`src/rtl/rcc_pkg.sv`:
```
package rcc_pkg;

    localparam int FRAC_W = 8;
    localparam int EXP_W  = 5;

    typedef enum logic [1:0] {
        STEP_HOLD = 2'd0,
        STEP_UP   = 2'd1,
        STEP_DOWN = 2'd2
    } step_e;

    typedef struct packed {
        logic                    neg;
        logic signed [EXP_W-1:0] exp;
    } rcost_t;

    // Apply one raise/lower step to a sign-magnitude power-of-two cost.
    function automatic rcost_t rcost_step(rcost_t cur, step_e st, int emin, int emax);
        rcost_t nxt;
        logic   grow;
        logic   shrink;
        nxt    = cur;
        grow   = (st == STEP_UP && !cur.neg) || (st == STEP_DOWN && cur.neg);
        shrink = (st == STEP_UP && cur.neg) || (st == STEP_DOWN && !cur.neg);
        if (grow) begin
            if (int'(cur.exp) < emax) nxt.exp = EXP_W'(int'(cur.exp) + 1);
        end else if (shrink) begin
            if (int'(cur.exp) > emin) nxt.exp = EXP_W'(int'(cur.exp) - 1);
            else                      nxt.neg = ~cur.neg;
        end
        return nxt;
    endfunction

endpackage

```
`src/rtl/rcc_class_avg.sv`:
```
module rcc_class_avg import rcc_pkg::*; #(
    parameter int CNT_W     = 4,
    parameter int UNIT_W    = 3,
    parameter int EMA_SHIFT = 4,
    localparam int AVG_W    = CNT_W + FRAC_W
) (
    input  logic              clk,
    input  logic              rst,
    input  logic [CNT_W-1:0]  cnt,
    input  logic [UNIT_W-1:0] units,
    output logic [AVG_W-1:0]  avg
);

    localparam logic [AVG_W-1:0] AVG_MAX = {{CNT_W{1'b1}}, {FRAC_W{1'b0}}};

    logic [AVG_W-1:0] sample;
    logic [AVG_W-1:0] avg_q;

    always_comb begin
        if (units == '0) sample = '0;
        else             sample = {cnt, {FRAC_W{1'b0}}} / AVG_W'(units);
    end

    always_ff @(posedge clk) begin
        if (rst) avg_q <= '0;
        else     avg_q <= avg_q - (avg_q >> EMA_SHIFT) + (sample >> EMA_SHIFT);
    end

    assign avg = avg_q;

    // the average can never exceed the largest possible sample
    a_r2_avg_bound: assert property (@(posedge clk) disable iff (rst)
        avg_q <= AVG_MAX);

    // a class with no units contributes a zero sample, so it only decays
    a_r2_zero_units_decay: assert property (@(posedge clk) disable iff (rst)
        (units == '0) |=> (avg_q <= $past(avg_q)));

endmodule

```
`src/rtl/rcc_peak_pick.sv`:
```
module rcc_peak_pick #(
    parameter int NUM_CLASS = 3,
    parameter int AVG_W     = 12
) (
    input  logic [AVG_W-1:0] useful_avg  [NUM_CLASS],
    input  logic [AVG_W-1:0] useless_avg [NUM_CLASS],
    output logic [AVG_W-1:0] pk_useful,
    output logic [AVG_W-1:0] pk_useless,
    output logic [AVG_W:0]   pk_total
);

    always_comb begin
        logic [AVG_W:0] t;
        pk_useful  = useful_avg[0];
        pk_useless = useless_avg[0];
        pk_total   = {1'b0, useful_avg[0]} + {1'b0, useless_avg[0]};
        for (int i = 1; i < NUM_CLASS; i++) begin
            t = {1'b0, useful_avg[i]} + {1'b0, useless_avg[i]};
            // strict compare keeps the lowest index on a tie
            if (t > pk_total) begin
                pk_useful  = useful_avg[i];
                pk_useless = useless_avg[i];
                pk_total   = t;
            end
        end
    end

    // the judged class carries the highest total of all classes
    always_comb begin
        for (int i = 0; i < NUM_CLASS; i++) begin
            a_r3_peak_max: assert (({1'b0, useful_avg[i]} + {1'b0, useless_avg[i]}) <= pk_total);
        end
    end

endmodule

```
`src/rtl/rcc_cost_reg.sv`:
```
module rcc_cost_reg import rcc_pkg::*; #(
    parameter int INTERVAL         = 1000,
    parameter int AVG_W            = 12,
    parameter int TARGET_LOAD      = 205,
    parameter int USEFUL_ONLY_LOAD = 230,
    parameter int EXP_MIN          = -2,
    parameter int EXP_MAX          = 6,
    localparam int IVL_W           = (INTERVAL > 2) ? $clog2(INTERVAL) : 1
) (
    input  logic             clk,
    input  logic             rst,
    input  logic [AVG_W-1:0] pk_useful,
    input  logic [AVG_W-1:0] pk_useless,
    input  logic [AVG_W:0]   pk_total,
    output rcost_t           r
);

    localparam logic [IVL_W-1:0] IVL_LAST = IVL_W'(INTERVAL - 1);
    localparam logic [AVG_W:0]   TGT_V    = (AVG_W + 1)'(TARGET_LOAD);
    localparam logic [AVG_W-1:0] UO_V     = AVG_W'(USEFUL_ONLY_LOAD);

    logic [IVL_W-1:0] ivl_q;
    logic             tick;
    step_e            step;
    rcost_t           r_q;

    assign tick = (ivl_q == IVL_LAST);

    always_comb begin
        if (pk_useful < UO_V) step = (pk_total < TGT_V) ? STEP_DOWN : STEP_UP;
        else                  step = (pk_useless != '0) ? STEP_UP : STEP_HOLD;
    end

    always_ff @(posedge clk) begin
        if (rst) begin
            ivl_q <= '0;
            r_q   <= '{neg: 1'b0, exp: '0};
        end else if (tick) begin
            ivl_q <= '0;
            r_q   <= rcost_step(r_q, step, EXP_MIN, EXP_MAX);
        end else begin
            ivl_q <= ivl_q + 1'b1;
        end
    end

    assign r = r_q;

    // one edge of reset leaves r at +1
    a_r1_reset_value: assert property (@(posedge clk)
        $past(rst) |-> (!r_q.neg && r_q.exp == '0));

    // between window edges r does not move
    a_r7_hold_between: assert property (@(posedge clk) disable iff (rst)
        !tick |=> $stable(r_q));

    // exponent stays inside its legal span
    a_r11_exp_range: assert property (@(posedge clk) disable iff (rst)
        (int'(r_q.exp) >= EXP_MIN) && (int'(r_q.exp) <= EXP_MAX));

    // the sign only turns over at the floor exponent
    a_r10_flip_at_floor: assert property (@(posedge clk) disable iff (rst)
        (!$past(rst) && !$stable(r_q.neg)) |->
            (int'(r_q.exp) == EXP_MIN && int'($past(r_q.exp)) == EXP_MIN));

endmodule

```
`src/rtl/replay_cost_ctrl.sv`:
```
module replay_cost_ctrl import rcc_pkg::*; #(
    parameter int NUM_CLASS        = 3,
    parameter int CNT_W            = 4,
    parameter int UNIT_W           = 3,
    parameter int EMA_SHIFT        = 4,
    parameter int INTERVAL         = 1000,
    parameter int TARGET_LOAD      = 205,
    parameter int USEFUL_ONLY_LOAD = 230,
    parameter int EXP_MIN          = -2,
    parameter int EXP_MAX          = 6
) (
    input  logic                        clk,
    input  logic                        rst,
    input  logic [NUM_CLASS*CNT_W-1:0]  useful_cnt,
    input  logic [NUM_CLASS*CNT_W-1:0]  useless_cnt,
    input  logic [NUM_CLASS*UNIT_W-1:0] unit_cnt,
    output logic                        r_neg,
    output logic signed [EXP_W-1:0]     r_exp
);

    localparam int AVG_W = CNT_W + FRAC_W;

    logic [AVG_W-1:0] useful_avg  [NUM_CLASS];
    logic [AVG_W-1:0] useless_avg [NUM_CLASS];
    logic [AVG_W-1:0] pk_useful;
    logic [AVG_W-1:0] pk_useless;
    logic [AVG_W:0]   pk_total;
    rcost_t           r;

    for (genvar c = 0; c < NUM_CLASS; c++) begin : g_class
        rcc_class_avg #(
            .CNT_W(CNT_W), .UNIT_W(UNIT_W), .EMA_SHIFT(EMA_SHIFT)
        ) u_useful (
            .clk  (clk),
            .rst  (rst),
            .cnt  (useful_cnt[c*CNT_W +: CNT_W]),
            .units(unit_cnt[c*UNIT_W +: UNIT_W]),
            .avg  (useful_avg[c])
        );
        rcc_class_avg #(
            .CNT_W(CNT_W), .UNIT_W(UNIT_W), .EMA_SHIFT(EMA_SHIFT)
        ) u_useless (
            .clk  (clk),
            .rst  (rst),
            .cnt  (useless_cnt[c*CNT_W +: CNT_W]),
            .units(unit_cnt[c*UNIT_W +: UNIT_W]),
            .avg  (useless_avg[c])
        );
    end

    rcc_peak_pick #(.NUM_CLASS(NUM_CLASS), .AVG_W(AVG_W)) u_peak (
        .useful_avg (useful_avg),
        .useless_avg(useless_avg),
        .pk_useful  (pk_useful),
        .pk_useless (pk_useless),
        .pk_total   (pk_total)
    );

    rcc_cost_reg #(
        .INTERVAL(INTERVAL), .AVG_W(AVG_W),
        .TARGET_LOAD(TARGET_LOAD), .USEFUL_ONLY_LOAD(USEFUL_ONLY_LOAD),
        .EXP_MIN(EXP_MIN), .EXP_MAX(EXP_MAX)
    ) u_cost (
        .clk       (clk),
        .rst       (rst),
        .pk_useful (pk_useful),
        .pk_useless(pk_useless),
        .pk_total  (pk_total),
        .r         (r)
    );

    assign r_neg = r.neg;
    assign r_exp = r.exp;

endmodule

```
`config.mk`:
```
export PLATFORM = sky130hd
export DESIGN_NAME = replay_cost_ctrl
export DESIGN_NICKNAME = d
export VERILOG_FILES = /design/src/rtl/rcc_pkg.sv /design/src/rtl/rcc_class_avg.sv /design/src/rtl/rcc_peak_pick.sv /design/src/rtl/rcc_cost_reg.sv /design/src/rtl/replay_cost_ctrl.sv
export SDC_FILE = /design/constraint.sdc
export NUM_CORES = 1
export LEC_CHECK = 0
export ABC_AREA = 1
export CORE_ASPECT_RATIO = 1.75
export CORE_MARGIN = 4
export CORE_UTILIZATION = 60
export CTS_BUF_LIST = sky130_fd_sc_hd__clkbuf_4
export CTS_CLUSTER_DIAMETER = 60
export DETAILED_ROUTE_END_ITERATION = 10
export MAX_ROUTING_LAYER = met4
export PLACE_DENSITY = 0.91
export SKIP_LAST_GASP = 1
export SLEW_MARGIN = 5
export SYNTH_ARGS = -nofsm -noshare
export SYNTH_HDL_FRONTEND = slang
export SYNTH_SLANG_ARGS = --single-unit
```
`constraint.sdc`:
```
create_clock -name clk -period 9.9 [get_ports clk]
set_input_delay 0.99 -clock clk [delete_from_list [all_inputs] [get_ports clk]]
set_output_delay 0.99 -clock clk [all_outputs]
set_load 0.01 [all_outputs]
```
==> flow_metrics.py, run 1 <==
metrics = {
    "outcome": {
        "status": "did not finish",
        "haltStage": "5_1_grt",
        "firstError": "[ERROR GRT-0232] Routing congestion too high. Check the congestion heatmap in the GUI.",
    },
    "synthesis": {
        "synth-main-ff-cell": "dfxtp_1",
        "synth-edff-count": 0,
        "synthTopCellsByArea": "ha_1 (19%), nand2_1 (12%), inv_1 (12%), dfxtp_1 (11%), fa_1 (7.0%)",
        "synth_compound_area_frac": 0.133,
        "syn-num-nets": 2948,
        "synthCells": 2607,
        "synth_adder_area_share": 0.256,
        "synth-simple-area-share": 0.328,
        "netlist_area_um2": 16600,
        "avgSynthCellArea_um2": 6.38,
        "synth_top_area_frac": 0.187,
        "yosys.area_share.xor_xnor": 0.0453,
        "synth-seq-cells": 88,
        "ys_types": 51,
        "yosysTopAreaCell": "ha_1",
        "yosys_warnings": 0,
        "synth_top_family_by_area": "simple AND/OR/NAND/NOR gates",
        "ys_seq_area_frac": 0.106,
        "synth.area.mux_share": 0,
        "synth-async-reset-ratio": 0,
    },
    "placed_design": {
        "gp_congestion": 0.998,
        "numPortBuffers": 40,
        "dp_cells": 3385,
        "dp.final_hpwl_um": 41300,
    },
    "timing": {
        "crit_endpoint": "g_class[1].u_useful.avg[11]$_SDFF_PP0_/D",
        "endpoint_type": "register input",
    },
    "floorplan": {
        "die_w_um": 134,
        "start_util": 0.609,
        "rows": 80,
        "pin_count": 41,
        "die_h_um": 228,
    },
    "clock_network": {
        "clk_path_buf_depth": 2,
        "cts_buffers": 9,
        "htreeDepth": 3,
        "clock_sinks": 88,
        "root_buffer": "clkbuf_4",
    },
    "global_routing": {
        "grt_overflow": 1,
        "gr-usage-all-layers": 0.614,
        "grt_max_degree": 55,
    },
}
metrics by stage:
stage,setup WS (ps),area [um^2],util
CTS,-20.7,20900,0.766
floorplan,-41.0,16800,-
global placement,-629,20600,0.752
detailed placement,-1390,20600,0.752
timing repair:
action / CTS
setup endpoints to repair: 23
buffers inserted: 15
hold buffers: 0
gates resized for setup: 68
pin swaps: 39
per-layer routing:
metal  track usage  GRT overflow
met1         0.567             0
met2         0.830             0
met3         0.397             0
met4         0.599             1
met5             -             -
synth_stat cells (4+ instances only):
master / instances
nand2_1: 542
inv_1: 538
ha_1: 248
nor2_1: 230
a21oi_1: 158
nand3_1: 149
o21ai_0: 125
dfxtp_1: 88
xor2_1: 59
fa_1: 58
nand4_1: 45
nand2_2: 38
nor3_1: 36
xnor2_1: 27
o21bai_1: 25
clkbuf_1: 19
o21ai_1: 18
a31oi_1: 16
inv_2: 15
nor4_1: 15
nand3_2: 14
nand3b_1: 13
nor2_4: 12
nand2_4: 11
o211ai_1: 11
a21oi_2: 10
nand3_4: 8
nand4_4: 8
nor2_2: 8
or2_2: 8
o21a_1: 7
a21o_1: 6
clkinv_1: 6
and2_1: 4
o21ai_2: 4
kinds of logic after synthesis:
family                   count (synthesis)
AO/OA/AOI/OAI                          392
flip-flops                              88
AND/OR/NAND/NOR                       1151
XOR/XNOR                                86
buffers and inverters                  584
adder cells (fa/ha/maj)                306
==> run 2, diff against run 1 <==
--- a/config.mk
+++ b/config.mk
@@ -6,14 +6,10 @@
 export NUM_CORES = 1
 export LEC_CHECK = 0
 export ABC_AREA = 1
-export CORE_ASPECT_RATIO = 1.75
 export CORE_MARGIN = 4
-export CORE_UTILIZATION = 60
-export CTS_BUF_LIST = sky130_fd_sc_hd__clkbuf_4
-export CTS_CLUSTER_DIAMETER = 60
+export CORE_UTILIZATION = 40
 export DETAILED_ROUTE_END_ITERATION = 10
-export MAX_ROUTING_LAYER = met4
-export PLACE_DENSITY = 0.91
+export PLACE_DENSITY_LB_ADDON = 0.15
 export SKIP_LAST_GASP = 1
 export SLEW_MARGIN = 5
 export SYNTH_ARGS = -nofsm -noshare
==> constraint.sdc (replaced) <==
create_clock -name clk -period 12.9 [get_ports clk]
set_input_delay 1.29 -clock clk [delete_from_list [all_inputs] [get_ports clk]]
set_output_delay 1.29 -clock clk [all_outputs]
set_load 0.01 [all_outputs]
==> run 2 against run 1 <==
Net effect: the flow now finishes without violations; synthesized cell count unchanged; synthesized area did not move.
==> flow_metrics.py, run 2 <==
metrics = {
    "min_path": {
        "hold_start": "u_cost.ivl_q[0]$_SDFF_PP0_",
        "hold_class": "reg -> reg",
        "hold_depth": 1,
    },
    "synthesis": {
        "synth-main-ff-cell": "dfxtp_1",
        "synth-async-reset-ratio": 0,
        "synthTopCellsByArea": "ha_1 (19%), nand2_1 (12%), inv_1 (12%), dfxtp_1 (11%), fa_1 (7.0%)",
        "ys_types": 51,
        "yosys_warnings": 0,
        "synth-seq-cells": 88,
        "synth_compound_area_frac": 0.133,
        "netlist_area_um2": 16600,
        "yosys-top-cells-count": "nand2_1 (542), inv_1 (538), ha_1 (248), nor2_1 (230), a21oi_1 (158)",
        "synth_top_area_frac": 0.187,
        "synth-simple-area-share": 0.328,
        "syn-num-nets": 2948,
        "synth.area.mux_share": 0,
        "synth_adder_area_share": 0.256,
        "synth_top_family_by_area": "simple AND/OR/NAND/NOR gates",
        "avgSynthCellArea_um2": 6.38,
        "yosysTopAreaCell": "ha_1",
        "synth.most_common_cell": "nand2_1",
        "yosys.area_share.xor_xnor": 0.0453,
        "synthCells": 2607,
        "ys_seq_area_frac": 0.106,
        "synth-edff-count": 0,
    },
    "clock_network": {
        "clk_path_buf_depth": 2,
        "cts_buffers": 9,
        "htreeDepth": 3,
        "cts_tree": "done",
        "root_buffer": "clkbuf_16",
        "clk_latency_ps": 360,
        "clkTransAtPathRegs_ps": 70,
        "hold_buffers": 0,
        "clock_sinks": 88,
    },
    "worst_setup_path": {
        "critical_path_arrival_ps": 11990,
        "critPathCaptureType": "flop",
        "crit_type": "in -> reg",
        "cpPeakStageDelay_ps": 530,
        "ff2ff_path_depth": 36,
        "cp-start-kind": "input port",
        "cp_common_cell": "nand2_1",
        "r2r-start": "g_class[1].u_useless.avg[0]$_SDFF_PP0_",
        "startpoint": "unit_cnt[6]",
        "cp_slowest_cell": "clkdlybuf4s50_1",
        "required_ps": 13150,
        "path_max_fanout": 8,
    },
    "route": {
        "via_count": 15600,
        "vias_per_cell": 4.89,
        "wirelength_um": 39500,
        "postRouteAntennaNets": 0,
        "drc": 0,
        "wl_per_cell_um": 12.4,
        "first_iter_violations": 651,
        "firstDrtPassIters": 5,
    },
    "finish": {
        "area_growth_pct": 8.81,
        "antenna_cells": 0,
        "fin_nets": 2987,
        "layout_common_cells": "nand2_1 (542), inv_1 (537), ha_1 (248)",
        "mostFrequentLayoutCell": "nand2_1",
        "final_cells": 3183,
        "drive_gt1_frac": 0.0698,
    },
    "floorplan": {
        "die_h_um": 212,
        "coreArea_um2": 40900,
        "pin_count": 41,
        "start_util": 0.406,
        "die_w_um": 212,
        "dieArea_um2": 44900,
        "rows": 74,
    },
    "global_routing": {
        "grt_pass1_wl_um": 68400,
        "gr-usage-all-layers": 0.179,
        "grt_overflow": 0,
        "grt_pass1_vias": 14900,
        "grt_max_degree": 55,
        "antenna_found_initial": 0,
    },
    "placed_design": {
        "dp_cells": 3165,
        "gp_congestion": 0.859,
        "numPortBuffers": 40,
        "dp.final_hpwl_um": 32800,
    },
    "outcome": {
        "status": "completed",
    },
    "timing": {
        "setup_viol": 0,
        "relSlewSlack": 0.504,
        "period_share": 0.910,
        "min_period_ps": 11740,
        "final_hold_viol_count": 0,
        "fin_skew_ps": 7.84,
        "fmax_mhz": 85.2,
        "worst_pin_slew_ps": 738,
        "finalMaxSlewViolations": 0,
    },
    "job": {
        "maxCapViolCount": 0,
    },
}
==> run 2: logic make-up (layout without fill, tap and decap cells) <==
group / after synthesis / in the layout
AOI/OAI and AO/OA: 392 / 392
xor gates and xnor gates: 86 / 86
adders and majority gates: 306 / 306
buffers and inverters: 584 / 628
DFF: 88 / 88
and+or+nand+nor: 1151 / 1151
==> run 2: metal layers <==
metal | up-vias | track usage | share of wire
met5 | - | 0 | 0
met4 | 0 | 0.0327 | 0.012
met3 | 30 | 0.0167 | 0.017
met2 | 118 | 0.313 | 0.47
met1 | 7002 | 0.243 | 0.50
li1 | 8428 | - | -
==> run 2: worst paths after layout <==
kind | slack, ps | to
min | 450 | u_cost.ivl_q[0]$_SDFF_PP0_
max reg2reg | 5970 | u_cost.r[4]$_SDFFE_PP0P_
min reg2reg | 450 | u_cost.ivl_q[0]$_SDFF_PP0_
max | 1160 | g_class[2].u_useless.avg[10]$_SDFF_PP0_
==> run 2: cell type report <==
cell class	count	area (um^2)
flip-flops and latches	88	1760
clock inverters	4	76.3
inverters	560	2110
multi-input cells	1935	12700
clock buffers	12	256
well taps	532	666
repair buffers	52	495
fillers	4386	22800
==> run 2: critical path, delay by kind of cell <==
kind | cells | cell delay (ps)
AOI/OAI and AO/OA | 17 | 3190
and+or+nand+nor | 29 | 2930
adders and majority gates | 11 | 3310
buffers and inverters | 9 | 1230
==> run 2: per-stage QoR <==
stage          hold WS (ps)  utilization  worst slack (ps)  setup TNS, ps  cell area (um^2)
6_report                446        0.442              1160              0             18100
3_5_place_dp            438        0.432               299              0             17700
5_1_grt                 460        0.442             -19.9          -19.9             18100
4_1_cts                 449        0.440               693              0             18000
3_3_place_gp            434        0.432               421              0             17700
2_1_floorplan           418            -              1870              0             16600
==> run 2: repair_timing <==
action                     in CTS  in global routing
resized for setup               0                 24
setup buffers                   0                  2
setup endpoints to repair       0                 15
Power of run 2 is not shown: default switching activity piles up to over one toggle a cycle in this logic, so the estimate is an artifact.
